## config.mk

```make
export PLATFORM = sky130hd
export DESIGN_NAME = gfx_plot_engine
export DESIGN_NICKNAME = d
export VERILOG_FILES = /design/src/rtl/gfx_plot_pkg.sv /design/src/rtl/gfx_cmd_fifo.sv /design/src/rtl/gfx_pix_addr.sv /design/src/rtl/gfx_plot_engine.sv
export SDC_FILE = /design/constraint.sdc
export NUM_CORES = 1
export LEC_CHECK = 0
export ABC_AREA = 1
export ABC_CLOCK_PERIOD_IN_PS = 3160
export BUFFER_PORTS_ARGS = -buffer_cell sky130_fd_sc_hd__buf_2
export CORE_MARGIN = 2
export CORE_UTILIZATION = 50
export CTS_BUF_LIST = sky130_fd_sc_hd__clkbuf_4 sky130_fd_sc_hd__clkbuf_8 sky130_fd_sc_hd__clkbuf_16
export CTS_CLUSTER_DIAMETER = 100
export DETAILED_ROUTE_END_ITERATION = 8
export GPL_TIMING_DRIVEN = 0
export HOLD_SLACK_MARGIN = 0.12
export PLACE_DENSITY = 0.81
export SLEW_MARGIN = 10
export SYNTH_ARGS = -nofsm -noshare
export SYNTH_HDL_FRONTEND = slang
export SYNTH_SLANG_ARGS = --single-unit
```

## constraint.sdc

```tcl
create_clock -name clk -period 3.16 [get_ports clk]
set_input_delay 0.474 -clock clk [delete_from_list [all_inputs] [get_ports clk]]
set_output_delay 0.474 -clock clk [all_outputs]
set_load 0.03 [all_outputs]
```

## src/rtl/gfx_plot_pkg.sv

```systemverilog
// Shared command codes and widths for the point-plot engine.
// Assumes a 64-bit memory word split into four 16-bit pixel lanes.
package gfx_plot_pkg;
    localparam int PIX_BITS  = 16;
    localparam int LANES     = 4;
    localparam int WORD_BITS = PIX_BITS * LANES;
    localparam int OP_BITS   = 4;
    localparam int ARG_BITS  = 32;

    typedef enum logic [OP_BITS-1:0] {
        OP_NOP   = 4'd0,
        OP_SET_X = 4'd1,
        OP_SET_Y = 4'd2,
        OP_COLOR = 4'd3,
        OP_PLOT  = 4'd4
    } gfx_op_e;

    typedef struct packed {
        logic [OP_BITS-1:0]  op;
        logic [ARG_BITS-1:0] arg;
    } gfx_cmd_t;

    typedef enum logic [1:0] {
        SEQ_IDLE  = 2'd0,
        SEQ_EXEC  = 2'd1,
        SEQ_WRITE = 2'd2
    } seq_state_e;
endpackage

```

## src/rtl/gfx_cmd_fifo.sv

```systemverilog
// Command queue: show-ahead FIFO with count-based full/empty flags.
// Assumes the reader pops only when not empty. A push while full is
// dropped. Storage is cleared on reset, so the output reads as zero.
module gfx_cmd_fifo #(
    parameter int DW    = 36,
    parameter int DEPTH = 8
) (
    input  logic          clk,
    input  logic          rst_n,
    input  logic          push,
    input  logic [DW-1:0] push_data,
    input  logic          pop,
    output logic [DW-1:0] head,
    output logic          empty,
    output logic          full
);
    localparam int PW = (DEPTH > 1) ? $clog2(DEPTH) : 1;
    localparam int CW = $clog2(DEPTH + 1);

    logic [DW-1:0] slots [DEPTH];
    logic [PW-1:0] wr_ptr, rd_ptr;
    logic [CW-1:0] fill;
    logic          do_push, do_pop;

    assign full    = (fill == CW'(DEPTH));
    assign empty   = (fill == '0);
    assign do_push = push && !full;
    assign do_pop  = pop && !empty;
    assign head    = slots[rd_ptr];

    // Storage write and reset clear.
    always_ff @(posedge clk) begin
        if (!rst_n) begin
            for (int i = 0; i < DEPTH; i++) slots[i] <= '0;
        end else if (do_push) begin
            slots[wr_ptr] <= push_data;
        end
    end

    // Pointer and occupancy tracking.
    always_ff @(posedge clk) begin
        if (!rst_n) begin
            wr_ptr <= '0;
            rd_ptr <= '0;
            fill   <= '0;
        end else begin
            if (do_push) wr_ptr <= (wr_ptr == PW'(DEPTH - 1)) ? '0 : wr_ptr + 1'b1;
            if (do_pop)  rd_ptr <= (rd_ptr == PW'(DEPTH - 1)) ? '0 : rd_ptr + 1'b1;
            fill <= fill + CW'(do_push) - CW'(do_pop);
        end
    end
endmodule

```

## src/rtl/gfx_pix_addr.sv

```systemverilog
// Converts 16.16 fixed-point pen coordinates into a word address and
// one-hot lane enable. Purely combinational. Assumes the screen width
// and height are positive and that their product fits PIXW bits.
module gfx_pix_addr #(
    parameter int SCR_W = 400,
    parameter int SCR_H = 300,
    parameter int LANES = 4
) (
    input  logic [31:0]                          pos_x,
    input  logic [31:0]                          pos_y,
    output logic                                 in_range,
    output logic [$clog2(SCR_W*SCR_H)-$clog2(LANES)-1:0] word_addr,
    output logic [LANES-1:0]                     lane_en
);
    localparam int PIXW = $clog2(SCR_W * SCR_H);
    localparam int LB   = $clog2(LANES);

    logic signed [15:0] ix, iy;
    logic [PIXW-1:0]    pix;

    assign ix = pos_x[31:16];
    assign iy = pos_y[31:16];

    // Range test on the signed integer parts.
    always_comb begin
        in_range = (ix >= 16'sd0) && (32'(ix) < SCR_W) &&
                   (iy >= 16'sd0) && (32'(iy) < SCR_H);
    end

    // Linear pixel index; only meaningful when in range.
    always_comb begin
        pix = PIXW'(iy[14:0]) * PIXW'(SCR_W) + PIXW'(ix[14:0]);
    end

    assign word_addr = pix[PIXW-1:LB];

    genvar g;
    generate
        for (g = 0; g < LANES; g++) begin : g_lane
            assign lane_en[g] = (pix[LB-1:0] == LB'(g));
        end
    endgenerate
endmodule

```

## src/rtl/gfx_plot_engine.sv

```systemverilog
// Top of the point-plot engine. It queues commands and runs one command
// per activation: idle -> exec -> (write) -> idle. It assumes mem_ack is
// raised only while mem_req is high.
module gfx_plot_engine
    import gfx_plot_pkg::*;
#(
    parameter int SCR_W      = 400,
    parameter int SCR_H      = 300,
    parameter int FIFO_DEPTH = 8
) (
    input  logic                 clk,
    input  logic                 rst_n,
    input  logic                 cmd_wr,
    input  logic [OP_BITS-1:0]   cmd_op,
    input  logic [ARG_BITS-1:0]  cmd_arg,
    output logic                 cmd_full,
    output logic                 mem_req,
    output logic [$clog2(SCR_W*SCR_H)-$clog2(LANES)-1:0] mem_addr,
    output logic [LANES-1:0]     mem_lane_en,
    output logic [WORD_BITS-1:0] mem_wdata,
    input  logic                 mem_ack
);
    localparam int WORD_AW  = $clog2(SCR_W * SCR_H) - $clog2(LANES);
    localparam int WORD_CNT = (SCR_W * SCR_H) / LANES;
    localparam int CMD_W    = OP_BITS + ARG_BITS;

    gfx_cmd_t               q_head, cur;
    logic                   q_empty, q_pop;
    seq_state_e             state;
    logic [ARG_BITS-1:0]    pen_x, pen_y;
    logic [PIX_BITS-1:0]    colour;
    logic                   hit;
    logic [WORD_AW-1:0]     calc_addr;
    logic [LANES-1:0]       calc_lane;

    gfx_cmd_fifo #(.DW(CMD_W), .DEPTH(FIFO_DEPTH)) u_fifo (
        .clk       (clk),
        .rst_n     (rst_n),
        .push      (cmd_wr),
        .push_data ({cmd_op, cmd_arg}),
        .pop       (q_pop),
        .head      (q_head),
        .empty     (q_empty),
        .full      (cmd_full)
    );

    gfx_pix_addr #(.SCR_W(SCR_W), .SCR_H(SCR_H), .LANES(LANES)) u_addr (
        .pos_x     (pen_x),
        .pos_y     (pen_y),
        .in_range  (hit),
        .word_addr (calc_addr),
        .lane_en   (calc_lane)
    );

    // Pop one command each time the sequencer wakes from idle.
    assign q_pop = (state == SEQ_IDLE) && !q_empty;

    // Write data replicates the colour into every lane.
    assign mem_wdata = {LANES{colour}};
    assign mem_req   = (state == SEQ_WRITE);

    // Sequencer: one command per activation, then back to idle.
    always_ff @(posedge clk) begin
        if (!rst_n) begin
            state       <= SEQ_IDLE;
            cur         <= '0;
            pen_x       <= '0;
            pen_y       <= '0;
            colour      <= '0;
            mem_addr    <= '0;
            mem_lane_en <= '0;
        end else begin
            unique case (state)
                SEQ_IDLE: begin
                    if (!q_empty) begin
                        cur   <= q_head;
                        state <= SEQ_EXEC;
                    end
                end
                SEQ_EXEC: begin
                    state <= SEQ_IDLE;
                    case (cur.op)
                        OP_SET_X: pen_x  <= cur.arg;
                        OP_SET_Y: pen_y  <= cur.arg;
                        OP_COLOR: colour <= cur.arg[PIX_BITS-1:0];
                        OP_PLOT: begin
                            if (hit) begin
                                mem_addr    <= calc_addr;
                                mem_lane_en <= calc_lane;
                                state       <= SEQ_WRITE;
                            end
                        end
                        default: ;
                    endcase
                end
                SEQ_WRITE: begin
                    if (mem_ack) state <= SEQ_IDLE;
                end
                default: state <= SEQ_IDLE;
            endcase
        end
    end
endmodule

```

### After elaboration in Yosys (flattened, before gate mapping)

Memory sizes are Yosys's and may differ from the RTL's. A register that Yosys moved wholly into a read port is not among the register bits.
Index checks and enable logic that the tools add are counted.
Widths: inputs -> output; s select.

* bits in writable memories: 288
* memories kept: 1
* bits in read-only memories: 0
* logic and storage cells: 68
* flip-flop bits (word level): 111
* output and inout bits: 85
* bits of input ports: 40
* bits in latches: 0

* shift-type cells: 0
* bitwise logic cells: 1
* $lt $le $gt $ge: 4
* divide/modulo/power cells: 0
* eq/ne operators: 14
* multiplexer cells: 14
* add/sub/neg operators: 5
* multiply operators: 1
* reduce and logical (&&, ||, !) cells: 19

Memory list
* u_fifo.slots: depth 8, width 36, rd ports 1, clocked after memory_dff 1, wr ports 8, RTL line gfx_cmd_fifo.sv:20 `logic [DW-1:0] slots [DEPTH];`

Operators with widths (number)
* $mux 36: 1
* $reduce_or 36->1: 1
* $ge 16x1->1 const B: 2
* $lt 16x10->1 const B: 2
* $add 17x15->17: 1
* $mul 15x5->13 const B: 1
* $reduce_and 2->1: 5
* $mux 3: 3
* $eq 4x2->1 const B: 2
* $mux 2: 4
* $add 3x1->3 const B: 2
* $eq 2x2->1 const B: 3
* $eq 3x3->1 const B: 2
* $logic_and 1x1->1: 6
* $pmux 2 s3: 1
* $mux 1: 5
* $add 4x1->4: 1
* $eq 2x1->1 const B: 2
* $eq 4x1->1 const B: 1
* $eq 4x3->1 const B: 1
* $eq 4x4->1 const B: 1
* $logic_not 2->1: 2
* $logic_not 4->1: 1
* $sub 4x1->4: 1
* other kinds (5): 7

### Logic depth before layout (Yosys ltp)

Gate-level depths: netlist (run 1).

* depth after elaboration: 8
* gate-level depth with buffers: 22
* depth with buffers taken out: 22

### Hierarchy

A second synthesis (run 1) with hierarchy kept.

* cells, all modules: 2822
* area, all modules: 22519.1 sq um

By module, submodules not included
* gfx_cmd_fifo: seq. area each 8908.5 sq um, area an instance 14978.1 sq um, cells each 1723, times used 1
* gfx_plot_engine: seq. area each 2742.6 sq um, area an instance 5896.9 sq um, cells each 861, times used 1
* gfx_pix_addr: seq. area each 0.0 sq um, area an instance 1644.1 sq um, cells each 238, times used 1

### Worst setup path after synthesis (run 1)

OpenSTA, ideal clock, no wires.

* path type: register to register
* start: register pen_y[19]
* end: register mem_addr[13]
* path buffers: 0
* data arrival time: 3332 ps
* library setup time: 109 ps
* stages on the path, launching flop included: 21
* setup slack: -281 ps
* data required time: 3051 ps
* period minus slack after synthesis: 3441 ps
* path through: dfxtp_1 ha_1 ha_1 inv_1 fa_1 inv_1 ha_1 a21oi_1 nand2_1 a31oi_1 xor2_1 inv_1 ha_1 nand2_1 nor2_1 nor3_1 nand3_1 nand3_1 nand3_1 nand2_1 inv_1

* cells in the longest elaborated chain, start to end: 4
* elaborated cells between the ends (all ways): 7
* those cells by class: 1 x add/sub; 1 x mul; 2 x order compare; 3 x reduce/logical

RTL lines
* from (decl): RTL line gfx_plot_engine.sv:30 `logic [ARG_BITS-1:0] pen_x, pen_y;`
* from (signal assigned): RTL line gfx_plot_engine.sv:84 `OP_SET_Y: pen_y <= cur.arg;`
* parallel branches: the longest is 4 deep, another holds $add 17x15->17
* to (signal assigned): RTL line gfx_plot_engine.sv:88 `mem_addr <= calc_addr;`
* to (decl): RTL line gfx_plot_engine.sv:18 `output logic [$clog2(SCR_W*SCR_H)-$clog2(LANES)-1:0] mem_addr,`

Parallel ways; which one is timed is not known.
A chain may end at the register's enable or synchronous reset.

### Worst setup path in the final report (run 1)

* start: register pen_y[20]
* end: register mem_addr[12]

Same word-level chain as after synthesis.

==> results of run 1 <==
==> cells in the mapped netlist (3+ instances only) <==
| master | number | area share [%] |
|---|---|---|
| xnor2_1 | 3 | 0.14 |
| o21ai_0 | 198 | 5.3 |
| a31oi_1 | 4 | 0.13 |
| buf_4 | 53 | 2.1 |
| nand3_1 | 26 | 0.69 |
| buf_6 | 27 | 1.6 |
| nand2_1 | 89 | 1.8 |
| mux2i_1 | 36 | 1.9 |
| a21oi_1 | 73 | 2.0 |
| o22ai_1 | 16 | 0.53 |
| ha_1 | 56 | 3.7 |
| dfxtp_1 | 115 | 12 |
| o32ai_1 | 28 | 1.3 |
| nor2_1 | 564 | 11 |
| xor2_1 | 13 | 0.61 |
| fa_1 | 9 | 0.96 |
| o221ai_1 | 28 | 1.3 |
| nand2_2 | 9 | 0.30 |
| o21ai_1 | 15 | 0.40 |
| inv_2 | 5 | 0.10 |
| buf_2 | 20 | 0.53 |
| nor3_1 | 14 | 0.37 |
| edfxtp_1 | 288 | 46 |
| inv_1 | 123 | 2.5 |
| clkbuf_1 | 52 | 1.0 |
==> per-stage QoR <==
stage	area, µm²	worst slack [ns]	utilization [%]
CTS	21900	-0.144	59.5
detailed placement	20300	-0.284	55.2
global placement	20100	-0.440	54.6
global route	22100	-0.398	60.1
finish	22100	-0.256	60.1
floorplan	18900	-0.0255	-
==> registers in the layout (all words and copies together) (netlist names) <==
name / cells
mem_lane_en: 4
u_fifo.slots: 288
u_fifo.fill: 4
u_fifo.wr_ptr: 3
colour: 16
pen_y: 16
state: 2
u_fifo.rd_ptr: 3
mem_addr: 15
cur: 36
pen_x: 16
==> layout make-up <==
class                           count  area (µm²)  area share [%]
Tap cell                          468         586            2.65
Clock buffer                       54        1180            5.33
Inverter                          129         492            2.22
Sequential cell                   403       11000            49.6
Multi-Input combinational cell   1197        6660            30.1
Timing Repair Buffer              153         991            4.48
Buffer                            154        1000            4.54
Clock inverter                     22         229            1.04
==> worst max path at each step <==
stage                              start             endpoint  slack [ns]  cells after the start
after floorplan                pen_y[20]         mem_addr[13]       -0.03                     20
after global placement    u_fifo.fill[2]  u_fifo.slots[4][12]       -0.44                     10
after detailed placement       pen_y[19]         mem_addr[13]       -0.28                     20
after CTS                      pen_y[19]         mem_addr[12]       -0.14                     16
after global routing           pen_y[20]         mem_addr[12]       -0.40                     18
final                          pen_y[20]         mem_addr[12]       -0.26                     18
==> layer usage <==
metal | GRT usage [%] | vias up | share of wire, %
li1 | - | 6780 | -
met1 | 32.3 | 6995 | 36
met2 | 44.9 | 924 | 49
met3 | 4.35 | 184 | 11
met4 | 12.2 | 0 | 4.5
met5 | 0 | - | 0
==> worst register-to-register path: stages (launching register included) <==
cell and delay [ns]:
dfxtp_4 0.39, inv_4 0.05, ha_4 0.24, ha_4 0.25, inv_1 0.05, fa_1 0.50, inv_2 0.05, ha_4 0.23
nand2_1 0.08, nand2_2 0.06, a31oi_2 0.19, xnor2_2 0.17, ha_1 0.27, a21o_1 0.19, a31oi_1 0.19, nand3_2 0.09
xor2_1 0.17, nor2_1 0.10, nor2_1 0.06
==> repair_timing <==
action | 4_1_cts | 5_1_grt
hold buffers | 0 | 0
pin swaps | 22 | 17
hold endpoints to repair | 0 | 0
endpoints found under the setup margin | 4 | 7
gates resized for setup | 21 | 33
buffers inserted | 13 | 9
==> report_power, final <==
group	switching, mW	internal [mW]
clock network	2.06	2.97
registers	0.343	6.26
logic	3.96	1.81
total	6.37	11.0
==> cells by family (layout without fill, tap and decap cells) <==
family                   Yosys count  count (layout)  synth area share (%)
XOR/XNOR                          16              16                 0.748
adder cells (fa/ha/maj)           65              65                  4.70
flip-flops                       403             403                  58.5
AO/OA/AOI/OAI                    368             368                  11.2
multiplexers                      36              36                  1.92
buffers and inverters            283             512                  7.95
AND/OR/NAND/NOR                  712             712                  15.0
==> layout by cell type, fill, tap and decap left out, types with 4 or more instances in the layout <==
master,instances
o32ai_1,28
clkbuf_16,43
mux2i_1,36
buf_4,72
bufinv_16,4
clkbuf_4,8
ha_1,36
xor2_1,12
nor3_1,13
a21oi_1,67
inv_1,112
buf_12,5
inv_2,13
nand3_1,23
ha_4,16
nor2_1,561
nand2_2,26
buf_6,29
o21ai_1,15
buf_16,4
nand2_1,70
clkbuf_1,52
o22ai_1,16
o221ai_1,28
edfxtp_1,288
clkinv_1,7
o21ai_0,197
fa_1,8
buf_2,143
dfxtp_1,108
a21oi_2,5
clkinv_2,7
ha_2,4
dfxtp_4,5
==> results.md, run 1 <==
* Slew headroom at a little under two fifths
* Max Cap Violations at 0
* RSZ-0062 raised after global routing: yes
* # diodes at 0
* Final worst-path cycle share at 108%
* Hold_sp: mem_ack
* Dpl cells at about 2500
* Maximum clock frequency at 293 MHz
* Peak VDD IR at ~550 µV
* Num CTS Buffers at 42
* Die X at 198 µm
* Critical Path, Cell by Cell: inv_4 -> ha_4 -> ha_4 -> inv_1 -> fa_1 -> inv_2 -> ha_4 -> nand2_1 -> nand2_2 -> a31oi_2 -> xnor2_2 -> ha_1 -> a21o_1 -> a31oi_1 -> nand3_2 -> xor2_1 -> nor2_1 -> nor2_1
* Via density at between 5 and 6
* Clock Skew at between 0.02 and 0.025 ns
* Hold slack at 0.193 ns
* Tot Pwr at roughly 17 mW
* P&R area growth vs syn at 18.0%
* Die area at between 30000 and 40000 µm²
* Critical path required time at around 3.6 ns
* # port buffers at about 120
* Syn Inst Count at 1883
* Power Dens Cells at between 700 and 800 nW/µm²
* Fraction of layout cells with a size suffix above 1 at 19.8%
* Routed Antenna Nets at 0
* Gpl congestion at roughly 0.86
* Register area share after synthesis at ~60%
* CP top delay family: adder cells
* Root buf cell: clkbuf_16
* Initial antenna violation count at 0
* Worst-Skew Late Latency at 0.56 ns
* Slowest-stage cell, CP: fa_1
* TritonCTS Sinks at around 400
* Initial Util at around half
* Worst Hold Class: input port to register
* Vias in the first global route at approximately 14000
* Final WS setup at -0.256 ns
* Hold path cells at 4
* Worst Hold Endpoint: state[1]
* Failing checks: setup timing
* Ys Warns at 0
* Core area at about 37000 µm²
* Fin Setup TNS at -0.716 ns
* First-pass GRT wire length at between 70 and 80 mm
* Maximum clock path buffer count at 3
* DR iter-0 viols at 1807
* Slew Viols, Final at 0
* H-tree levels at 2
* Post-DP HPWL at around 35 mm
* Post-layout minimum cycle time at about 3.4 ns
* Grt ovf at 0
* P_leak at 9.49 nW
* Final hold violations at 0
* Post-Syn Nets at 1988
* # rows at 70
* Final #Nets at 2185
* Asr flop ratio synth at 0%
* Worst path max stage delay at approximately 0.5 ns
* Post-Synthesis Cell Area at between 15000 and 20000 µm²
* CP arrival at ~3.9 ns
* Crit path top cell by count: ha_4
* Number of flops mapped to enable cells by yosys at 288
* Drt drc at 0
* Fill cells at about 3000
* Worst-Margin Slew at approximately 0.95 ns
* Worst reg2reg setup slack at -0.26 ns
* Crit start category: register
* Final setup violation count at 6
* Synth cell types at 38
* Routed wire per std cell at roughly 20 µm
* Total Routed Length at just over 50 mm
* Finished Layout Cells at 2580
* Ports at ~130
* Worst r2r dst: mem_addr[12]
* Crit Path Class: register to register
* Max Fanout on Critical Path at 5
* Router iterations before antenna repair at 7
* Main synth FF type: edfxtp_1
* GRT Resource Usage Total at about a quarter
* CTS tree: yes
* Clock slew at reported path FFs at 0.06 ns
* Crit end category: register
* Status: complete, but fails checks
* FF+latch count, synth at about 400
* Die Span Y at around 200 µm
* R2r startpoint: pen_y[20]
* Largest net degree at the start of global routing at 30
* WP buf/inv at 3
* Vias at about 15000
* Reg2Reg Depth at 18
* Mean Syn Cell Area at about 9.9 µm²
No activity file was read; power rests on OpenSTA's default activity.
==> run 2: changes to the inputs <==
BUFFER_PORTS_ARGS = -buffer_cell sky130_fd_sc_hd__clkbuf_2   (was -buffer_cell sky130_fd_sc_hd__buf_2)
==> run 2 against run 1 <==
Compared with the run above: the flow still finishes with violations (setup timing); global-route usage rose by 0.41 points; final cell count fell by 0.27%; register-to-register slack improved by 0.04 ns; sequential share of layout area rose by 0.54 points; total power down 1.6%; largest cell class unchanged; largest power group unchanged.
==> results.md, run 2 (synthesis results as in run 1) <==
* Status: complete, but fails checks
* Failing checks: setup timing
* Vias in the first global route at roughly 15000
* Peak VDD IR at ~670 µV
* DR iter-0 viols at between 1500 and 2000
* Worst-Skew Late Latency at approximately 0.56 ns
* Cell area after layout at 21900 µm²
* Clock slew at reported path FFs at around 0.060 ns
* First-pass GRT wire length at roughly 79 mm
* Max reg flops at between 200 and 300
* Final WS setup at -0.214 ns
* # rows at 70
* RSZ-0062 raised after global routing: yes
* Maximum clock frequency at 296 MHz
* Post-DP HPWL at between 30 and 40 mm
* Placed Area at 20300 µm²
* R2r startpoint: pen_y[20]
* Slew Viols, Final at 0
* Critical Path, Cell by Cell: inv_4 -> ha_4 -> ha_4 -> inv_2 -> fa_1 -> inv_2 -> ha_4 -> nand2_1 -> nand2_1 -> a31oi_1 -> xnor2_1 -> ha_1 -> nand2_1 -> nor2_1 -> nand3_1 -> nand3_1 -> xor2_1 -> nor2_1 -> nor2_1
* Hold slack at 0.180 ns
* GRT Resource Usage Total at between 20% and 30%
* Pint at ~11 mW
* H-tree levels at 2
* TritonCTS Sinks at roughly 400
* Worst Hold Endpoint: state[1]
* Final worst-path cycle share at 107%
* Max Fanout on Critical Path at 5
* Router iterations before antenna repair at 6
* Ports at approximately 130
* Commonest non-fill, non-tap cell in the layout: nor2_1
* Drt drc at 0
* Sequential power share at around two fifths
* Largest regs: u_fifo.slots (288), cur (36)
* Net Sw Power at around 6.4 mW
* Via density at roughly 5.8
* Final setup violation count at 5
* Worst-Margin Slew at between 0.7 and 0.8 ns
* Die area at 39000 µm²
* Routed wire per std cell at 20.3 µm
* Die Span Y at 198 µm
* Hold path cells at 4
* WP buf/inv at 3
* Combinational share of power at approximately a third
* CTS tree: yes
* Worst path max stage delay at 0.49 ns
* Gpl congestion at between 0.8 and 0.9
* Crit end category: register
* P&R area growth vs syn at 16.8%
* Clock power frac at 27.8%
* Initial antenna violation count at 0
* Routed Antenna Nets at 0
* Critical path required time at ~3.7 ns
* Sw Ratio at 37.3%
* Initial Util at about 51%
* Crit. path cell count at 19
* Die X at approximately 200 µm
* Hold_sp: mem_ack
* Crit Path Class: register to register
* # port buffers at around 120
* Crit start category: register
* Post-layout minimum cycle time at 3.37 ns
* Grt ovf at 0
* Worst Hold Class: input port to register
* Final #Nets at ~2200
* Worst r2r dst: mem_addr[12]
* Maximum clock path buffer count at 3
* CP arrival at ~3.9 ns
* Total Routed Length at around 52 mm
* Finished Layout Cells at roughly 2600
* Tot Pwr at roughly 17 mW
* Largest net degree at the start of global routing at 30
* CP top delay family: adder cells
* Vias at roughly 15000
* Dpl cells at 2482
* Power Dens Cells at about 780 nW/µm²
* P_leak at just over 9 nW
* Max Cap Violations at 0
* Reg2Reg Depth at 19
* Core area at about 37000 µm²
* Worst reg2reg setup slack at -0.21 ns
* Root buf cell: clkbuf_16
* Num CTS Buffers at 41
* Final hold violations at 0
* Hold_buf cts at 0
* Most frequent cells in the layout: 562 x nor2_1, 288 x edfxtp_1, 197 x o21ai_0
* Fraction of layout cells with a size suffix above 1 at approximately a fifth
* # diodes at 0
* Slew headroom at about 47%
* Clock Skew at about 0.023 ns
* Largest Register: u_fifo.slots
* Slowest-stage cell, CP: fa_1
run 2: changes by cell type in the layout (fill, tap and decap cells not counted), sizes merged:
cell      change
buf         -129
bufinv        -3
clkbuf      +129
clkinv        -6
clkinvlp      +1
inv           +1
run 2: tightest hold or removal path: stages:
cell and delay [ns]:
clkbuf_2 0.08, inv_1 0.03, nand2_1 0.05, a21oi_1 0.05
run 2: cell type report:
type	instances	area (µm²)
Inverter	129	492
Clock buffer	60	1200
Timing Repair Buffer	147	930
Tap cell	468	586
Fill cell	2974	14900
Buffer	154	1000
Multi-Input combinational cell	1197	6570
Sequential cell	403	11000
Clock inverter	15	119
run 2: power groups by stage:
stage / sequential, mW / clock, mW / combinational, mW
after floorplan: 6.65 / 0 / 3.45
after global placement: 6.67 / 0 / 5.12
after detailed placement: 6.69 / 0 / 5.37
after CTS: 6.59 / 4.76 / 5.50
after global routing: 6.64 / 4.97 / 6.14
final: 6.60 / 4.77 / 5.76
run 2: layer usage:
layer | routed length, µm | vias to the layer above | track usage [%]
met5 | 0 | - | 0
met4 | 2330 | 0 | 13.1
met3 | 5140 | 206 | 4.90
met2 | 25700 | 878 | 45.5
met1 | 19100 | 7007 | 32.2
li1 | - | 6747 | -
run 2: worst max-delay path by stage:
| stage | from | end |
|---|---|---|
| 6_report | pen_y[20] | mem_addr[12] |
| 3_3_place_gp | u_fifo.fill[2] | u_fifo.slots[5][12] |
| 5_1_grt | pen_y[20] | mem_addr[12] |
| 3_5_place_dp | pen_y[21] | mem_addr[13] |
| 4_1_cts | pen_y[18] | mem_addr[12] |
| 2_1_floorplan | pen_y[20] | mem_addr[13] |
run 2: stage by stage:
| step | worst slack [ns] | setup TNS [ns] | utilization [%] |
|---|---|---|---|
| 6_report | -0.214 | -0.699 | 59.5 |
| 5_1_grt | -0.384 | -1.47 | 59.5 |
| 4_1_cts | -0.139 | -0.367 | 59.1 |
| 3_5_place_dp | -0.275 | -0.742 | 55.2 |
| 3_3_place_gp | -0.436 | -111.10 | 54.6 |
| 2_1_floorplan | -0.0255 | -0.0255 | - |
run 2: what timing repair did:
action / CTS / global route
gates resized for setup: 20 / 22
setup buffers: 11 / 5
pin swaps: 21 / 15
endpoints found under the setup margin: 5 / 7
